## src/rtl/patgen_pkg.sv

```systemverilog
package patgen_pkg;
  localparam int REG_W     = 32;
  localparam int FIELD_W   = 5;
  localparam int QRSS_TA   = 17;
  localparam int QRSS_TB   = 20;
  localparam int ZERO_RUN  = 14;

  typedef enum logic [1:0] {
    MODE_PRBS = 2'd0,
    MODE_REP  = 2'd1,
    MODE_QRSS = 2'd2
  } pat_mode_e;
endpackage

```

## src/rtl/pat_mode_dec.sv

```systemverilog
module pat_mode_dec
  import patgen_pkg::*;
(
  input  logic      pat_repeat,
  input  logic      qrss_en,
  output pat_mode_e mode
);
  always_comb begin
    if (qrss_en)         mode = MODE_QRSS;
    else if (pat_repeat) mode = MODE_REP;
    else                 mode = MODE_PRBS;
  end
endmodule

```

## src/rtl/pat_load_edge.sv

```systemverilog
module pat_load_edge (
  input  logic clk,
  input  logic rst,
  input  logic load,
  output logic load_pulse
);
  logic load_q;

  always_ff @(posedge clk) begin
    if (rst) load_q <= 1'b0;
    else     load_q <= load;
  end

  assign load_pulse = load & ~load_q;
endmodule

```

## src/rtl/pat_feedback.sv

```systemverilog
module pat_feedback
  import patgen_pkg::*;
#(
  parameter int W       = 32,
  parameter int FW      = 5,
  parameter int TAP_A   = 17,
  parameter int TAP_B   = 20,
  parameter int ZRUN    = 14
) (
  input  logic [W-1:0]  sr,
  input  pat_mode_e     mode,
  input  logic [FW-1:0] tap_sel,
  input  logic [FW-1:0] len_sel,
  output logic          fb,
  output logic          out_bit
);
  logic tap_n, tap_y, raw_fb, lock_guard, zero_run;

  assign tap_n = sr[len_sel];
  assign tap_y = sr[tap_sel];

  always_comb begin
    case (mode)
      MODE_REP:  raw_fb = tap_n;
      MODE_QRSS: raw_fb = sr[TAP_A-1] ^ sr[TAP_B-1];
      default:   raw_fb = tap_n ^ tap_y;
    endcase
  end

  // no lockup on an all-zero register in the polynomial modes
  assign lock_guard = (mode != MODE_REP) && (sr[W-2:0] == '0);
  assign fb         = raw_fb | lock_guard;

  // zero-run suppression in quasi-random mode
  assign zero_run = (mode == MODE_QRSS) && (sr[ZRUN-1:0] == '0);
  assign out_bit  = fb | zero_run;
endmodule

```

## src/rtl/pat_shift_reg.sv

```systemverilog
module pat_shift_reg #(
  parameter int W = 32
) (
  input  logic         clk,
  input  logic         rst,
  input  logic         load_pulse,
  input  logic         bit_en,
  input  logic [W-1:0] seed,
  input  logic         fb,
  input  logic         out_bit,
  output logic [W-1:0] sr,
  output logic         dout
);
  always_ff @(posedge clk) begin
    if (rst) begin
      sr   <= '0;
      dout <= 1'b0;
    end else if (load_pulse) begin
      sr   <= seed;
    end else if (bit_en) begin
      sr   <= {sr[W-2:0], fb};
      dout <= out_bit;
    end
  end
endmodule

```

## src/rtl/pattern_gen.sv

```systemverilog
module pattern_gen
  import patgen_pkg::*;
#(
  parameter int W     = REG_W,
  parameter int FW    = FIELD_W,
  parameter int TAP_A = QRSS_TA,
  parameter int TAP_B = QRSS_TB,
  parameter int ZRUN  = ZERO_RUN
) (
  input  logic          clk,
  input  logic          rst,
  input  logic          pat_repeat,
  input  logic          qrss_en,
  input  logic [FW-1:0] tap_sel,
  input  logic [FW-1:0] len_sel,
  input  logic [W-1:0]  seed,
  input  logic          load,
  input  logic          bit_en,
  output logic          dout
);
  pat_mode_e   mode;
  logic        load_pulse;
  logic        fb, out_bit;
  logic [W-1:0] sr;

  pat_mode_dec u_mode (
    .pat_repeat (pat_repeat),
    .qrss_en    (qrss_en),
    .mode       (mode)
  );

  pat_load_edge u_edge (
    .clk        (clk),
    .rst        (rst),
    .load       (load),
    .load_pulse (load_pulse)
  );

  pat_feedback #(
    .W(W), .FW(FW), .TAP_A(TAP_A), .TAP_B(TAP_B), .ZRUN(ZRUN)
  ) u_fb (
    .sr      (sr),
    .mode    (mode),
    .tap_sel (tap_sel),
    .len_sel (len_sel),
    .fb      (fb),
    .out_bit (out_bit)
  );

  pat_shift_reg #(.W(W)) u_sr (
    .clk        (clk),
    .rst        (rst),
    .load_pulse (load_pulse),
    .bit_en     (bit_en),
    .seed       (seed),
    .fb         (fb),
    .out_bit    (out_bit),
    .sr         (sr),
    .dout       (dout)
  );
endmodule

```

## config.mk

```make
export PLATFORM = sky130hd
export DESIGN_NAME = pattern_gen
export DESIGN_NICKNAME = d
export VERILOG_FILES = /design/src/rtl/patgen_pkg.sv /design/src/rtl/pat_mode_dec.sv /design/src/rtl/pat_load_edge.sv /design/src/rtl/pat_feedback.sv /design/src/rtl/pat_shift_reg.sv /design/src/rtl/pattern_gen.sv
export SDC_FILE = /design/constraint.sdc
export NUM_CORES = 1
export LEC_CHECK = 0
export BUFFER_PORTS_ARGS = -buffer_cell sky130_fd_sc_hd__clkbuf_2
export CAP_MARGIN = 20
export CORE_MARGIN = 2
export CORE_UTILIZATION = 55
export CTS_BUF_LIST = sky130_fd_sc_hd__clkbuf_16
export DETAILED_ROUTE_END_ITERATION = 10
export GPL_ROUTABILITY_DRIVEN = 1
export PLACE_DENSITY = 0.84
export SETUP_SLACK_MARGIN = 0.02
export SYNTH_ARGS = -nofsm -noshare
export SYNTH_HDL_FRONTEND = slang
export SYNTH_SLANG_ARGS = --single-unit
```

## constraint.sdc

```tcl
create_clock -name clk -period 7 [get_ports clk]
set_input_delay 1.75 -clock clk [delete_from_list [all_inputs] [get_ports clk]]
set_output_delay 1.75 -clock clk [all_outputs]
set_load 0.005 [all_outputs]
```

==> summary.txt <==
Power and ir drop
  – Peak supply drop: between 100 and 150 uV
  – Static leakage: 1.09 nW
  – Cell Pwr Density: about 210 mW/mm2

Placed design
  – Half-perimeter wire length after detailed placement: 3.65 mm
  – Buffers on Ports: between 40 and 50
  – Final estimated routing congestion in global placement: 0.879

Timing
  – Final period demand of the worst path: 3.47 ns
  – Worst hold margin: between 0.5 and 0.6 ns
  – Part of the cycle the worst path needs: 0.495
  – Final setup violation count: 0
  – Fin Clk Skew: between 0.006 and 0.007 ns
  – Number of pins exceeding their max-slew limit in the final report: 0
  – Actual transition at the worst max-transition pin: between 1 and 1.5 ns
  – Setup tns final: 0 ns
  – Relative max-transition margin: 0.289
  – Number of hold violations in the final report: 0
  – Max Freq: 288 MHz
  – Unrepaired setup endpoints after global routing: no

Route
  – Pre-antenna DRT Iters: 4
  – Average vias per placed instance: 6.18
  – Number of design-rule violations left by the first detailed-router iteration: 177
  – Wire per inst: 16.1 um
  – Via count: about 2,000
  – Routed wire length: 5.10 mm
  – Post-detailed-route DRC marker count: 0
  – Number of nets still failing antenna checks after routing: 0

CTS
  – Buffers from clock root to sink, at most: 2
  – Post-CTS sizing: 0
  – Clock sinks: 34
  – CTS tree: done
  – Reg clk slew, reported paths: 0.05 ns
  – H-tree levels: 2
  – Clk_lat worst skew: around 0.28 ns
  – Number of buffers inserted during clock tree synthesis: 5
  – Hold-fix buffers at CTS: 0
  – Master cell of the clock root buffer: sky130_fd_sc_hd__clkbuf_16
  – Post-CTS setup buffer count: 0

Finish
  – Layout cell share with drive strength beyond 1: 0.273
  – Net count of the finished layout: 314
  – Area of the multi-input gates: 0.00145 mm2
  – Area Overhead vs Synth: 16.5%
  – Post-Route Utilization: 0.655
  – Register area: 681 um2
  – Number of filler cells placed in the layout: roughly 330
  – Total inserted antenna cells: 0

Worst setup path
  – Slowest stage cell, crit path: sky130_fd_sc_hd__mux4_2
  – Ordered list of cells on the worst path: clkbuf_2, mux4_2, mux2_2, nand3b_1, nand4_1, nor4b_1, a2111oi_1
  – Kind of critical path: in2reg
  – Launching element type of the critical path: input port
  – Worst path max stage delay: 0.54 ns
  – Data arrival time at the worst-slack endpoint: 3.62 ns
  – Max Fanout on Critical Path: 11
  – Required arrival time at the worst endpoint: 7.15 ns
  – Critical Path Sink Type: flop
  – CP Buf/Inv Count: 1
  – CP top delay family: multiplexers

Global route
  – Global-route wire length before repair: 8.31 mm
  – Vias in the first global route: 1,814
  – Number of antenna violations at the first check in global routing: 0
  – Total GRT Usage: 0.244
  – Overflow left after global routing: 0
  – Pin count of the biggest net entering global routing: 68

Synth
  – #FFs+latches synth: 34
  – Sequential cell area fraction in the yosys report: 0.307
  – Proportion of synthesized flip-flops having asynchronous set or reset: 0
  – Most frequent cells after synthesis: 39 x sky130_fd_sc_hd__mux2i_1, 34 x sky130_fd_sc_hd__dfxtp_1, 34 x sky130_fd_sc_hd__nor2_1, 32 x sky130_fd_sc_hd__a211oi_1, 11 x sky130_fd_sc_hd__mux4_2
  – Count of mapped cells out of synthesis: 230
  – Number of synthesized flops with an enable pin: 0
  – Cell with the most instances after synthesis: sky130_fd_sc_hd__mux2i_1
  – Number of warning messages in the yosys log: 0
  – Post-Syn Area: 0.00222 mm2
  – Area share of the largest cell type after synthesis: 0.307
  – Cell types with the largest area share after synthesis: sky130_fd_sc_hd__dfxtp_1 31%, sky130_fd_sc_hd__mux2i_1 18%, sky130_fd_sc_hd__mux4_2 11%, sky130_fd_sc_hd__a211oi_1 11%, sky130_fd_sc_hd__nor2_1 5.8%
  – Post-Synthesis Net Count: 278
  – Biggest area consumer among synthesized cells: sky130_fd_sc_hd__dfxtp_1
  – Post-synthesis average cell area: 9.65 um2
  – Flip-flop cell with the highest count after synthesis: sky130_fd_sc_hd__dfxtp_1
  – Number of distinct library cells after synthesis: 42

Floorplan
  – Die width: approximately 68 um
  – Total core area: 0.00394 mm2
  – DIE AREA: 0.00456 mm2
  – Cell row count: 23
  – Boundary pin count: 49
  – Vertical die dimension: about 68 um
  – Effective utilization at floorplan: 0.563

Outcome
  – Run status: finished clean

Job
  – Max-cap viol count: 0

Hold path
  – Min-delay worst type: reg2reg
-- worst paths after layout --
path / slack (ns) / end / depth (start not counted) / startpoint
max: 3.53 / u_sr.sr[0] / 7 / len_sel[2]
min: 0.57 / u_sr.sr[31] / 2 / u_sr.sr[31]
max reg2reg: 4.65 / u_sr.sr[0] / 6 / u_sr.sr[17]
min reg2reg: 0.57 / u_sr.sr[31] / 2 / u_sr.sr[31]
-- state kept, by name, indices dropped and copies added, names as in the netlist --
name           cells
u_edge.load_q      1
u_sr.dout          1
u_sr.sr           32
-- layout make-up --
type | count | share of cell area
Sequential cell | 34 | 0.263
Timing Repair Buffer | 49 | 0.0959
Clock inverter | 3 | 0.00436
Clock buffer | 5 | 0.0484
Tap cell | 50 | 0.0242
Multi-Input combinational cell | 173 | 0.559
Inverter | 3 | 0.00436
-- report_power, final --
part           switching, mW  total (mW)  leakage [nW]  internal (mW)
clock                 0.0742       0.202        0.0663          0.128
combinational         0.0522       0.111         0.743         0.0587
sequential            0.0225       0.233         0.282          0.210
-- per-layer routing --
metal	vias up	global-route usage	routed length [um]
li1	964	-	-
met1	919	0.320	2270
met2	68	0.385	2370
met3	7	0.0617	390
met4	0	0.0918	62
met5	-	0	0
-- through the flow --
step | worst slack (ns) | total power, mW | instance area (um2) | instances
floorplan | 3.55 | 0.312 | 2220 | 230
global placement | 3.42 | 0.343 | 2450 | 309
detailed placement | 3.25 | 0.346 | 2450 | 309
CTS | 3.53 | 0.549 | 2580 | 317
global route | 3.37 | 0.570 | 2580 | 317
finish | 3.53 | 0.546 | 2580 | 317
-- logic make-up (layout without fill, tap and decap cells) --
group                  count (synthesis)  in the layout  share of synthesized area
XOR/XNOR                               2              2                    0.00790
flip-flops                            34             34                      0.307
multiplexers                          53             53                      0.303
AND/OR/NAND/NOR                       70             70                      0.160
buffers and inverters                 23             60                     0.0423
AO/OA/AOI/OAI                         48             48                      0.180
-- cells in the final DEF, fill, tap and decap left out, types with 2 or more instances in the layout --
cell type,count
sky130_fd_sc_hd__nor3_1,3
sky130_fd_sc_hd__nor4_1,6
sky130_fd_sc_hd__clkbuf_16,5
sky130_fd_sc_hd__clkinv_1,3
sky130_fd_sc_hd__nand2b_1,3
sky130_fd_sc_hd__mux2i_1,39
sky130_fd_sc_hd__nor2b_1,6
sky130_fd_sc_hd__nand2_1,4
sky130_fd_sc_hd__a2111oi_0,2
sky130_fd_sc_hd__nand4_1,2
sky130_fd_sc_hd__nand3_1,4
sky130_fd_sc_hd__a21oi_1,2
sky130_fd_sc_hd__a211oi_1,32
sky130_fd_sc_hd__dfxtp_1,34
sky130_fd_sc_hd__mux4_2,11
sky130_fd_sc_hd__inv_1,3
sky130_fd_sc_hd__clkbuf_2,48
sky130_fd_sc_hd__mux2_1,2
sky130_fd_sc_hd__nor2_1,34
-- worst min-delay path: cells and delay by family, from the launching register on --
family / cells / cell delay (ns)
DFF: 1 / 0.32
muxes: 1 / 0.12
AOI/OAI and AO/OA: 1 / 0.08
(Power assumes the default switching activity.)
